===== src/rtl/ecc_fix_pkg.sv =====
package ecc_fix_pkg;
  localparam int SECTOR_BYTES = 512;
  localparam int BIT_W        = 3;                       // bit-in-byte address levels
  localparam int OFS_W        = $clog2(SECTOR_BYTES);    // byte address levels
  localparam int LEVELS       = OFS_W + BIT_W;           // parity pairs
  localparam int SYN_W        = 2 * LEVELS;              // syndrome bits
  localparam int CODE_W       = 24;                      // packed code bits
  localparam int LOW_LEVELS   = 8;                       // levels held in bytes 0 and 1
  localparam int CNT_W        = $clog2(SYN_W + 1);
  localparam int MASK_W       = 1 << BIT_W;

  typedef enum logic [1:0] {
    ECC_CLEAN = 2'b00,
    ECC_FIXED = 2'b01,
    ECC_FATAL = 2'b10
  } ecc_stat_e;
endpackage


===== src/rtl/ecc_code_unpack.sv =====
module ecc_code_unpack
  import ecc_fix_pkg::*;
(
  input  logic [CODE_W-1:0] code_i,
  output logic [SYN_W-1:0]  par_o    // [2k] even, [2k+1] odd of level k
);
  localparam int HI_LEVELS = LEVELS - LOW_LEVELS;

  for (genvar k = 0; k < LEVELS; k++) begin : g_level
    if (k < LOW_LEVELS) begin : g_low
      assign par_o[2*k]   = code_i[k];
      assign par_o[2*k+1] = code_i[LOW_LEVELS + k];
    end else begin : g_high
      assign par_o[2*k]   = code_i[2*LOW_LEVELS + (k - LOW_LEVELS)];
      assign par_o[2*k+1] = code_i[2*LOW_LEVELS + HI_LEVELS + (k - LOW_LEVELS)];
    end
  end
endmodule


===== src/rtl/ecc_syndrome_classify.sv =====
module ecc_syndrome_classify
  import ecc_fix_pkg::*;
(
  input  logic [SYN_W-1:0] syn_i,
  input  logic             erased_i,  // stored all ones and computed all zeros
  output ecc_stat_e        stat_o
);
  logic [CNT_W-1:0] ones;

  always_comb begin
    ones = '0;
    for (int i = 0; i < SYN_W; i++) begin
      ones = ones + CNT_W'(syn_i[i]);
    end
  end

  always_comb begin
    if (ones == '0) begin
      stat_o = ECC_CLEAN;
    end else if (ones == CNT_W'(LEVELS)) begin
      stat_o = ECC_FIXED;
    end else if (ones == CNT_W'(1) || ones == CNT_W'(LEVELS - 1)) begin
      stat_o = ECC_FATAL;
    end else if (erased_i) begin
      stat_o = ECC_CLEAN;
    end else begin
      stat_o = ECC_FATAL;
    end
  end
endmodule


===== src/rtl/ecc_error_locate.sv =====
module ecc_error_locate
  import ecc_fix_pkg::*;
(
  input  logic [SYN_W-1:0]  syn_i,
  output logic [OFS_W-1:0]  ofs_o,
  output logic [MASK_W-1:0] mask_o
);
  logic [BIT_W-1:0] bit_idx;

  for (genvar j = 0; j < BIT_W; j++) begin : g_bit
    assign bit_idx[j] = syn_i[2*j + 1];
  end

  for (genvar j = 0; j < OFS_W; j++) begin : g_ofs
    assign ofs_o[j] = syn_i[2*(j + BIT_W) + 1];
  end

  assign mask_o = MASK_W'(1) << bit_idx;
endmodule


===== src/rtl/ecc_sector_fixer.sv =====
module ecc_sector_fixer
  import ecc_fix_pkg::*;
(
  input  logic        clk,
  input  logic        rst_n,
  input  logic        start_i,
  input  logic [23:0] stored_code_i,
  input  logic [23:0] calc_code_i,
  output logic        done_o,
  output logic [1:0]  status_o,
  output logic [8:0]  fix_offset_o,
  output logic [7:0]  fix_mask_o
);
  logic [SYN_W-1:0]  par_stored, par_calc, syn;
  logic              erased;
  ecc_stat_e         stat_d, stat_q;
  logic [OFS_W-1:0]  ofs_raw, ofs_d, ofs_q;
  logic [MASK_W-1:0] mask_raw, mask_d, mask_q;
  logic              done_q;

  ecc_code_unpack i_unpack_stored (.code_i(stored_code_i), .par_o(par_stored));
  ecc_code_unpack i_unpack_calc   (.code_i(calc_code_i),   .par_o(par_calc));

  assign syn    = par_stored ^ par_calc;
  assign erased = (&stored_code_i) && (calc_code_i == '0);

  ecc_syndrome_classify i_classify (.syn_i(syn), .erased_i(erased), .stat_o(stat_d));
  ecc_error_locate      i_locate   (.syn_i(syn), .ofs_o(ofs_raw), .mask_o(mask_raw));

  always_comb begin
    if (stat_d == ECC_FIXED) begin
      ofs_d  = ofs_raw;
      mask_d = mask_raw;
    end else begin
      ofs_d  = '0;
      mask_d = '0;
    end
  end

  always_ff @(posedge clk or negedge rst_n) begin
    if (!rst_n) begin
      done_q <= 1'b0;
    end else begin
      done_q <= start_i;
    end
  end

  always_ff @(posedge clk or negedge rst_n) begin
    if (!rst_n) begin
      stat_q <= ECC_CLEAN;
      ofs_q  <= '0;
      mask_q <= '0;
    end else if (start_i) begin
      stat_q <= stat_d;
      ofs_q  <= ofs_d;
      mask_q <= mask_d;
    end
  end

  assign done_o       = done_q;
  assign status_o     = stat_q;
  assign fix_offset_o = ofs_q;
  assign fix_mask_o   = mask_q;
endmodule


===== config.mk =====
export PLATFORM = sky130hd
export DESIGN_NAME = ecc_sector_fixer
export DESIGN_NICKNAME = d
export VERILOG_FILES = /design/src/rtl/ecc_fix_pkg.sv /design/src/rtl/ecc_code_unpack.sv /design/src/rtl/ecc_syndrome_classify.sv /design/src/rtl/ecc_error_locate.sv /design/src/rtl/ecc_sector_fixer.sv
export SDC_FILE = /design/constraint.sdc
export NUM_CORES = 1
export LEC_CHECK = 0
export ABC_AREA = 0
export BUFFER_PORTS_ARGS = -buffer_cell sky130_fd_sc_hd__buf_2
export CAP_MARGIN = 10
export CORE_MARGIN = 3
export CORE_UTILIZATION = 45
export CTS_CLUSTER_SIZE = 8
export DETAILED_ROUTE_END_ITERATION = 10
export PLACE_DENSITY_LB_ADDON = 0.08
export SLEW_MARGIN = 20
export SYNTH_ARGS = -nofsm -noshare
export SYNTH_HDL_FRONTEND = slang
export SYNTH_HIERARCHICAL = 1
export SYNTH_SLANG_ARGS = --single-unit

===== constraint.sdc =====
create_clock -name clk -period 0.95 [get_ports clk]
set_input_delay 0.0475 -clock clk [delete_from_list [all_inputs] [get_ports clk]]
set_output_delay 0.0475 -clock clk [all_outputs]
set_load 0.05 [all_outputs]

Word level (Yosys, flattened, before mapping)
Cells that the tools add are included.
{ "totals": {"ff_bits": 20, "in_bits": 51, "output_inout_bits": 20, "word_cells": 44} }
{ "op_classes": {"add_sub_neg": 23, "n_eq_ne": 4, "n_shift": 1, "n_mux": 6, "n_bitwise": 1, "reduce_logical": 5} }
{ "op_table": {"columns": ["cell", "n"], "rows": [
  ["$add 5x1->5", 22],
  ["$logic_not 24->1", 1],
  ["$reduce_and 24->1", 1],
  ["$xor 24x24->24", 1],
  ["$eq 5x4->1 const B", 2],
  ["$mux 9", 1],
  ["$mux 2", 4],
  ["$mux 8", 1],
  ["$shl 1x3->8 const A", 1],
  ["$eq 5x1->1 const B", 1],
  ["$logic_not 5->1", 1],
  ["$add 1x1->2", 1],
  ["$eq 2x1->1 const B", 1],
  ["$logic_and 1x1->1", 1],
  ["$logic_or 1x1->1", 1]
]} }

Longest topological paths before layout
Gate-level depths: netlist of the first run.
{ "logic_depth": {"word_depth": 31, "mapped_depth": 25} }

Cells and area by module
Netlist of the first run, hierarchy kept.
{ "modules_own_cells": {"columns": ["mod", "instances", "cells_each", "area_each_um2"], "rows": [
  ["ecc_sector_fixer", 1, 85, 1007.2],
  ["ecc_syndrome_classify", 1, 78, 723.2],
  ["ecc_code_unpack", 2, 24, 180.2],
  ["ecc_error_locate", 1, 17, 132.6]
]} }

Worst setup path before layout of the first run
No wires, ideal clock.
{ "synth_path": {"path_type": "in2reg", "start": "input port calc_code_i[8]", "end": "register ofs_q[1], in the netlist fix_offset_o[1]", "setup_ps": 67, "arrival_time_ps": 5655, "required_ps": 883, "path_slack_ps": -4772, "path_stages": 25, "path_buffers": 2, "path_cell_list": "buf_4 xor2_1 inv_1 fa_1 inv_1 ha_1 inv_1 fa_1 inv_1 fa_1 fa_1 inv_1 fa_1 fa_1 inv_1 fa_1 a21o_1 a21oi_2 xnor2_1 nor3b_1 and3_1 nand2_1 nor2_1 clkbuf_1 a22o_1"} }
{ "synth_via": {"elab_chain_len": 31, "word_cells_on_any_way": 37, "cone_classes": "add/sub (23); eq/ne (4); mux (5); bitwise (1); reduce/logical (4)"} }
{ "synth_rtl": {"columns": ["item", "line_no", "text"], "rows": [
  ["start, declared", "ecc_sector_fixer.sv:8", "input logic [23:0] calc_code_i,"],
  ["$xor 24x24->24 *", "ecc_sector_fixer.sv:24", "assign syn = par_stored ^ par_calc;"],
  ["net syn[1]", "ecc_sector_fixer.sv:14", "logic [SYN_W-1:0] par_stored, par_calc, syn;"],
  ["$add 1x1->2 *", "ecc_syndrome_classify.sv:13", "ones = ones + CNT_W'(syn_i[i]);"],
  ["$add 5x1->5 * (22 in a row)", "ecc_syndrome_classify.sv:13", null],
  ["$eq 5x1->1 or $eq 5x4->1 (tied branches)", "ecc_syndrome_classify.sv:22", "end else if (ones == CNT_W'(1) || ones == CNT_W'(LEVELS - 1)) begin"],
  ["$logic_or 1x1->1", "ecc_syndrome_classify.sv:22", null],
  ["$mux 2", "ecc_syndrome_classify.sv:22", null],
  ["$mux 2", "ecc_syndrome_classify.sv:20", "end else if (ones == CNT_W'(LEVELS)) begin"],
  ["$mux 2 *", "ecc_syndrome_classify.sv:18", "if (ones == '0) begin"],
  ["net stat_d[0]", "ecc_sector_fixer.sv:16", "ecc_stat_e stat_d, stat_q;"],
  ["$eq 2x1->1 *", "ecc_sector_fixer.sv:31", "if (stat_d == ECC_FIXED) begin"],
  ["$mux 9 *", "ecc_sector_fixer.sv:31", null],
  ["end signal, assigned", "ecc_sector_fixer.sv:55", "ofs_q <= ofs_d;"],
  ["end, declared", "ecc_sector_fixer.sv:17", "logic [OFS_W-1:0] ofs_raw, ofs_d, ofs_q;"]
]} }
The timed path passes the listed nets; every way through them passes the cells marked *.
A chain may end at the register's enable or synchronous reset.

Worst setup path after layout of the first run
{ "layout_path": {"start": "input port stored_code_i[8]", "end": "register ofs_q[6], in the netlist fix_offset_o[6]"} }
{ "layout_via": {"elab_chain_len": 31, "word_cells_on_any_way": 37, "cone_classes": "add/sub (23); eq/ne (4); mux (5); bitwise (1); reduce/logical (4)"} }
{ "layout_rtl": {"columns": ["item", "line_no", "text"], "rows": [
  ["start, declared", "ecc_sector_fixer.sv:7", "input logic [23:0] stored_code_i,"],
  ["$xor 24x24->24 *", "ecc_sector_fixer.sv:24", null],
  ["net syn[1]", "ecc_sector_fixer.sv:14", null],
  ["$add 1x1->2 *", "ecc_syndrome_classify.sv:13", null],
  ["$add 5x1->5 * (22 in a row)", "ecc_syndrome_classify.sv:13", null],
  ["$eq 5x1->1 or $eq 5x4->1 (tied branches)", "ecc_syndrome_classify.sv:22", null],
  ["$logic_or 1x1->1", "ecc_syndrome_classify.sv:22", null],
  ["$mux 2", "ecc_syndrome_classify.sv:22", null],
  ["$mux 2", "ecc_syndrome_classify.sv:20", null],
  ["$mux 2 *", "ecc_syndrome_classify.sv:18", null],
  ["net stat_d[1]", "ecc_sector_fixer.sv:16", null],
  ["$eq 2x1->1 *", "ecc_sector_fixer.sv:31", null],
  ["$mux 9 *", "ecc_sector_fixer.sv:31", null]
]} }
Marked as above.

==> run_results.csv, run 1 <==
group,metric,value,unit
status,outcome,"finished with violations",
status,violations,"negative setup slack",
timing,rsz0062_at_grt,"true",
timing,fmax,0.1948,GHz
timing,setup_violations,19,
place,postPlaceCellArea,2565,um2
setup_path,critPathCaptureType,"flip-flop",
place,hpwl,3.942,mm
setup_path,crit_family,"adder cells",
synth,yosysUniqueCellTypes,32,
setup_path,critical_path.max_stage_delay,0.56,ns
power,internal_power,5.567,mW
floorplan,fp.dieW,76.29,um
floorplan,start_util,0.4871,
grt,grt_pass1_vias,1681,
timing,final_hold_viol_count,0,
synth,ys_seq_area_frac,0.2251,
timing,fin_worst_skew,0,ns
setup_path,slowest_stage,"fa_1",
setup_path,cp.arrival,5.27,ns
place,placed_cells,340,
clock_network,clkSinkCount,20,
timing,tightest_slew,0.4461,ns
cells_and_area,syn2layout_area_growth,24.87,%
clock_network,insertion_delay,0.25,ns
routing,dr_total_vias,1596,
synth,yosysWarnings,6,
clock_network,cts_root_buffer,"clkbuf_8",
power,p_sw_frac,0.4384,
timing,fin_crit,5.134,ns
synth,synth_edf_count,0,
cells_and_area,layout-drive-gt1-share,0.4895,
synth,synth_fp_nets,306,
synth,synth_cells,228,
place,gp_congestion,0.7723,
power,combPwrFrac,0.839,
setup_path,crit_buf_inv,8,
timing,fin_ws,-4.184,ns
cells_and_area,instances_no_fill,351,
power,power,9.912,mW
timing,fin_setup_tns,-78.92,ns
synth,synth-seq-cells,20,
floorplan,die_height,76.29,um
setup_path,crit_chain,"buf_8 > xor2_4 > inv_2 > fa_1 > inv_2 > ha_4 > inv_2 > fa_1 > inv_2 > fa_1 > fa_1 > inv_1 > fa_1 > fa_2 > inv_2 > fa_2 > a21o_1 > a21oi_2 > xnor2_2 > o31a_1 > a211oi_4 > nor2_4 > buf_12 > a22o_1",
synth,syn_area,2223,um2
power,p_switching,4.346,mW
synth,synth_area_per_cell,9.752,um2
setup_path,path_class,"in2reg",
clock_network,cts_tree,"built",
hold_path,worstHoldPathType,"in2reg",
grt,grt_overflow,0,
grt,grt_pass1_wl,7.672,mm
cells_and_area,nets,365,
setup_path,path_max_fanout,17,
routing,routed_via_density,4.547,
clock_network,clk_pin_slew,0.07,ns
power,p_leak,1.481,nW
setup_path,cp_data_required_time,1.09,ns
floorplan,boundaryPins,71,
routing,dr.pass1.iters,4,
grt,grt_max_degree,21,
routing,drc_errors,0,
cells_and_area,stdcell_area,2776,um2
synth,async_flop_share,1.000,
timing,timing.slew.headroom,0.7026,
grt,grt_antenna_before_repair,0,
timing,finalCritPeriodShare,5.404,
place,io_buffers,70,
power,p_per_area,3570,nW/um2
timing,maxSlewViolCount,0,
routing,routed_wl,4.490,mm
routing,drt-initial-drc-count,51,
routing,antenna_left,0,
setup_path,cp-start-kind,"input port",
power,ir_drop,3.566,mV
floorplan,coreArea,4564,um2
routing,wire_per_inst,12.79,um
run,maxCapViolCount,0,
power,seqPwrFrac,0.099,
power,clkPwrFrac,0.062,
cells_and_area,fillers,426,
grt,grtUsageTotal,0.1615,
clock_network,cts_buffers,3,
floorplan,row_count,24,
synth,synth_flop_cell,"dfrtp_1",
cells_and_area,antenna_cells,0,
clock_network,cts_max_path_buffers,2,
clock_network,h-tree-depth,1,
floorplan,dieArea,5820,um2
metal layers:
metal  GRT usage  wire [um]  share of wire
met1      0.2148       2000           0.45
met2      0.2768       2257           0.50
met3     0.01773        198          0.044
met4     0.04710         34         0.0076
met5           0          0              0
power groups by stage:
stage | sequential, mW | combinational (mW) | clock (mW)
6_report | 0.984 | 8.31 | 0.614
5_1_grt | 0.989 | 9.17 | 0.667
4_1_cts | 0.981 | 8.09 | 0.629
3_5_place_dp | 0.998 | 7.71 | 0
3_3_place_gp | 1.00 | 7.60 | 0
2_1_floorplan | 1.32 | 5.55 | 0
cells in the mapped netlist (all sizes together), types with 2 or more instances:
library cell / count / area, um2
xor2: 26 / 235.2
o21ai: 2 / 13.76
and3b: 3 / 30.03
inv: 36 / 135.1
nor3b: 4 / 30.03
fa: 17 / 340.3
nor3: 2 / 15.01
nor4: 4 / 25.02
xnor2: 2 / 17.52
nand2: 3 / 11.26
and3: 2 / 13.77
dfrtp: 20 / 500.5
ha: 10 / 125.1
a22o: 17 / 148.9
or4: 4 / 30.03
a21oi: 2 / 13.76
nand4: 7 / 43.79
buf: 57 / 427.9
clkbuf: 2 / 7.510
through the flow:
step,util,worst slack (ns),hold slack [ns]
after floorplan,-,-4.333,-0.2481
after global placement,0.5620,-4.383,0.01305
after detailed placement,0.5620,-4.511,0.01171
after CTS,0.5894,-4.202,0.05527
after global routing,0.6083,-4.393,0.04815
final,0.6083,-4.184,0.05663
sequential cells by signal, indices dropped and copies added, names as in the netlist:
register and flops:
fix_offset_o 9, status_o 2, fix_mask_o 8, done_o 1
cells by family (layout without fill, tap and decap cells):
logic type	after synthesis	count (layout)	synth area share
buf+inv	96	154	0.2583
flops	20	20	0.2251
xor+xnor	28	28	0.1137
compound gates	24	24	0.09004
simple gates	31	31	0.09398
fa+ha+maj	27	27	0.2093
mux	2	2	0.009567
repair_timing:
item                                    in CTS  in global routing
endpoints found under the hold margin       21                  0
hold buffers                                 2                  0
gates resized for setup                      9                 17
setup buffers                                2                  4
pin swaps                                   18                 16
endpoints found under the setup margin      19                 29
gates cloned                                 0                  0
worst paths after layout:
path | from | endpoint | slack [ns] | cells past startpoint
worst max-delay path | stored_code_i[8] | fix_offset_o[6]$_DFFE_PN0P_ | -4.18 | 24
worst min-delay path | start_i | status_o[0]$_DFFE_PN0P_ | 0.06 | 2
worst max register to register | status_o[1]$_DFFE_PN0P_ | status_o[1]$_DFFE_PN0P_ | 0.19 | 1
worst min register to register | fix_offset_o[8]$_DFFE_PN0P_ | fix_offset_o[8]$_DFFE_PN0P_ | 0.50 | 1
max in group asynchronous | rst_n | fix_offset_o[4]$_DFFE_PN0P_ | 0.36 | 2
min in group asynchronous | rst_n | fix_mask_o[2]$_DFFE_PN0P_ | 0.28 | 2
final cells by class:
| class | count | area [um2] | share of cell area |
|---|---|---|---|
| clock buffers | 4 | 55.05 | 0.01983 |
| inverters | 37 | 138.9 | 0.05002 |
| multi-input cells | 112 | 1242 | 0.4475 |
| flip-flops and latches | 20 | 500.5 | 0.1803 |
| well taps | 65 | 81.33 | 0.02929 |
| repair buffers | 113 | 758.2 | 0.2731 |
placed cells by master, fill, tap and decap left out, types with 2 or more instances in the layout:
cell	count
buf_6	2
nor4_1	4
buf_12	2
and3b_2	3
clkbuf_4	10
buf_4	38
nand4_1	7
or4_1	4
buf_8	2
dfrtp_1	20
buf_2	57
nand2_1	2
xor2_1	23
fa_1	15
a22o_1	17
clkbuf_8	4
dlygate4sd3_1	2
inv_2	6
fa_2	2
xor2_4	2
nor3b_1	3
inv_1	30
ha_1	9
No activity file was read; power rests on OpenSTA's default activity.
==> run 2: changes to the inputs <==
- clock period: 0.95 -> 5.4 ns (I/O delays scaled with it)
==> run 2 against run 1 <==
Via count decreased by 7.2%. Sequential share of layout area rose by 2.1 points. Worst setup slack better by 4.2 ns. The flow now finishes without violations. Sequential power fell by 82%. Die area stayed put. Count of clock-buffer cells in the layout is the same. Largest power group unchanged. Critical endpoint is now fix_mask_o[4]$_DFFE_PN0P_.
==> run_results.csv, run 2 (synthesis results as in run 1) <==
group,metric,value,unit
timing,fmax,0.1863,GHz
routing,drt-initial-drc-count,30,
cells_and_area,post-route-util,0.5450,
routing,routed_wl,4.426,mm
setup_path,critPathCaptureType,"flip-flop",
timing,rsz0062_at_grt,"true",
grt,grt_pass1_wl,7.334,mm
cells_and_area,final_common_cell,"buf_2",
cells_and_area,largest_reg_flops,9,
setup_path,r2r_start,"status_o[1]$_DFFE_PN0P_",
run,maxCapViolCount,0,
hold_path,hold_depth,1,
power,p_per_area,716.3,nW/um2
setup_path,cp_data_required_time,5.54,ns
setup_path,path_max_fanout,17,
setup_path,cp-start-kind,"input port",
timing,fin_crit,5.369,ns
floorplan,coreArea,4564,um2
routing,dr.pass1.iters,4,
routing,wire_per_inst,13.79,um
place,postPlaceCellArea,2382,um2
place,io_buffers,70,
grt,grt_pass1_vias,1525,
cells_and_area,antenna_cells,0,
floorplan,dieArea,5820,um2
setup_path,r2r_slack,4.66,ns
grt,grtUsageTotal,0.1570,
timing,final_hold_viol_count,0,
clock_network,clk_pin_slew,0.07,ns
place,gp_congestion,0.7966,
floorplan,row_count,24,
grt,grt_overflow,0,
cells_and_area,syn2layout_area_growth,11.87,%
floorplan,boundaryPins,71,
power,p_leak,1.327,nW
routing,drc_errors,0,
hold_path,hold_end,"done_o$_DFF_PN0_",
power,internal_power,0.9150,mW
power,power,1.782,mW
grt,grt_antenna_before_repair,0,
clock_network,clkSinkCount,20,
floorplan,start_util,0.4871,
grt,grt_max_degree,21,
timing,fin_worst_skew,0,ns
setup_path,path_class,"in2reg",
clock_network,h-tree-depth,1,
hold_path,worstHoldPathType,"in2reg",
status,outcome,"finished clean",
timing,timing.slew.headroom,0.6916,
timing,finalCritPeriodShare,0.9943,
clock_network,cts_buffers,3,
clock_network,cts_root_buffer,"clkbuf_8",
clock_network,cts_tree,"built",
place,hpwl,4.014,mm
power,combPwrFrac,0.837,
setup_path,reg2reg_depth,1,
floorplan,fp.dieW,76.29,um
routing,antenna_left,0,
power,seqPwrFrac,0.102,
clock_network,cts_max_path_buffers,2,
routing,routed_via_density,4.614,
floorplan,die_height,76.29,um
cells_and_area,layout-drive-gt1-share,0.4219,
hold_path,min_from,"start_i",
power,p_switching,0.8666,mW
cells_and_area,mostFrequentLayoutCells,"buf_2, inv_1, xor2_1",
timing,maxSlewViolCount,0,
routing,dr_total_vias,1481,
cells_and_area,stdcell_area,2487,um2
power,ir_drop,0.5219,mV
cells_and_area,nets,335,
timing,tightest_slew,0.4598,ns
timing,setup_violations,0,
power,p_sw_frac,0.4864,
clock_network,insertion_delay,0.25,ns
setup_path,cp.arrival,5.51,ns
power,clkPwrFrac,0.061,
timing,fin_setup_tns,0,ns
setup_path,r2r_end,"status_o[1]$_DFFE_PN0P_",
-- run 2: cell types whose count changed in the layout (fill, tap and decap cells not counted), sizes merged --
cell	before	now
buf	101	82
dlygate4sd3	2	1
clkbuf	14	4
-- run 2: per-stage QoR --
stage | setup WS [ns] | cells | hold WS (ns)
3_5_place_dp | -0.2666 | 316 | 0.2380
3_3_place_gp | -0.1646 | 316 | 0.2349
5_1_grt | -0.1840 | 321 | 0.1800
6_report | 0.03098 | 321 | 0.1857
2_1_floorplan | -0.1085 | 228 | -0.02559
4_1_cts | -0.003371 | 321 | 0.1784
-- run 2: critical path: stages --
cell and delay (ns):
buf_2 0.14, xor2_4 0.18, inv_2 0.05, fa_1 0.52, inv_2 0.05, ha_4 0.25, inv_2 0.03, fa_1 0.47
inv_1 0.05, fa_1 0.47, fa_1 0.50, inv_1 0.05, fa_1 0.50, fa_2 0.21, inv_2 0.04, fa_2 0.33
a21o_1 0.19, a21oi_2 0.17, xnor2_2 0.09, o31a_1 0.31, a211oi_4 0.23, nor2_4 0.07, buf_12 0.15, a22o_1 0.19
-- run 2: worst max path at each step --
stage                          start                     endpoint  slack, ns  depth (start not counted)
finish                calc_code_i[8]    fix_mask_o[4]$_DFFE_PN0P_       0.03                         24
global route          calc_code_i[8]  fix_offset_o[6]$_DFFE_PN0P_      -0.18                         24
CTS                 stored_code_i[8]    fix_mask_o[4]$_DFFE_PN0P_     -0.003                         24
detailed placement  stored_code_i[8]    fix_mask_o[4]$_DFFE_PN0P_      -0.27                         24
global placement    stored_code_i[8]    fix_mask_o[4]$_DFFE_PN0P_      -0.16                         24
floorplan             calc_code_i[8]  fix_offset_o[1]$_DFFE_PN0P_      -0.11                         24
-- run 2: routing by layer --
metal / share of wire / track usage / routed length, um
met5: 0 / 0 / 0
met4: 0.0056 / 0.04891 / 25
met3: 0.052 / 0.02009 / 228
met2: 0.49 / 0.2566 / 2173
met1: 0.45 / 0.2164 / 1998
-- run 2: repair_timing --
| item | CTS | global route |
|---|---|---|
| hold buffers | 1 | 0 |
| hold endpoints to repair | 20 | 0 |
| gates resized for setup | 0 | 7 |
| setup endpoints to repair | 1 | 18 |
| setup buffers | 0 | 1 |
| pin swaps | 0 | 4 |
-- run 2: layout make-up --
| class | instances | area (um2) |
|---|---|---|
| multi-input combinational | 112 | 1236 |
| timing repair buffer | 83 | 475.5 |
| sequential | 20 | 500.5 |
| clock buffer | 4 | 55.05 |
| fill | 437 | 2077 |
| tap | 65 | 81.33 |
| inverter | 37 | 138.9 |
-- run 2: power by group through the flow --
stage,registers [mW],clock network [mW],logic (mW)
after global routing,0.184,0.120,1.68
after CTS,0.181,0.114,1.42
after detailed placement,0.184,0,1.41
final,0.181,0.109,1.49
after global placement,0.184,0,1.40
after floorplan,0.251,0,1.09
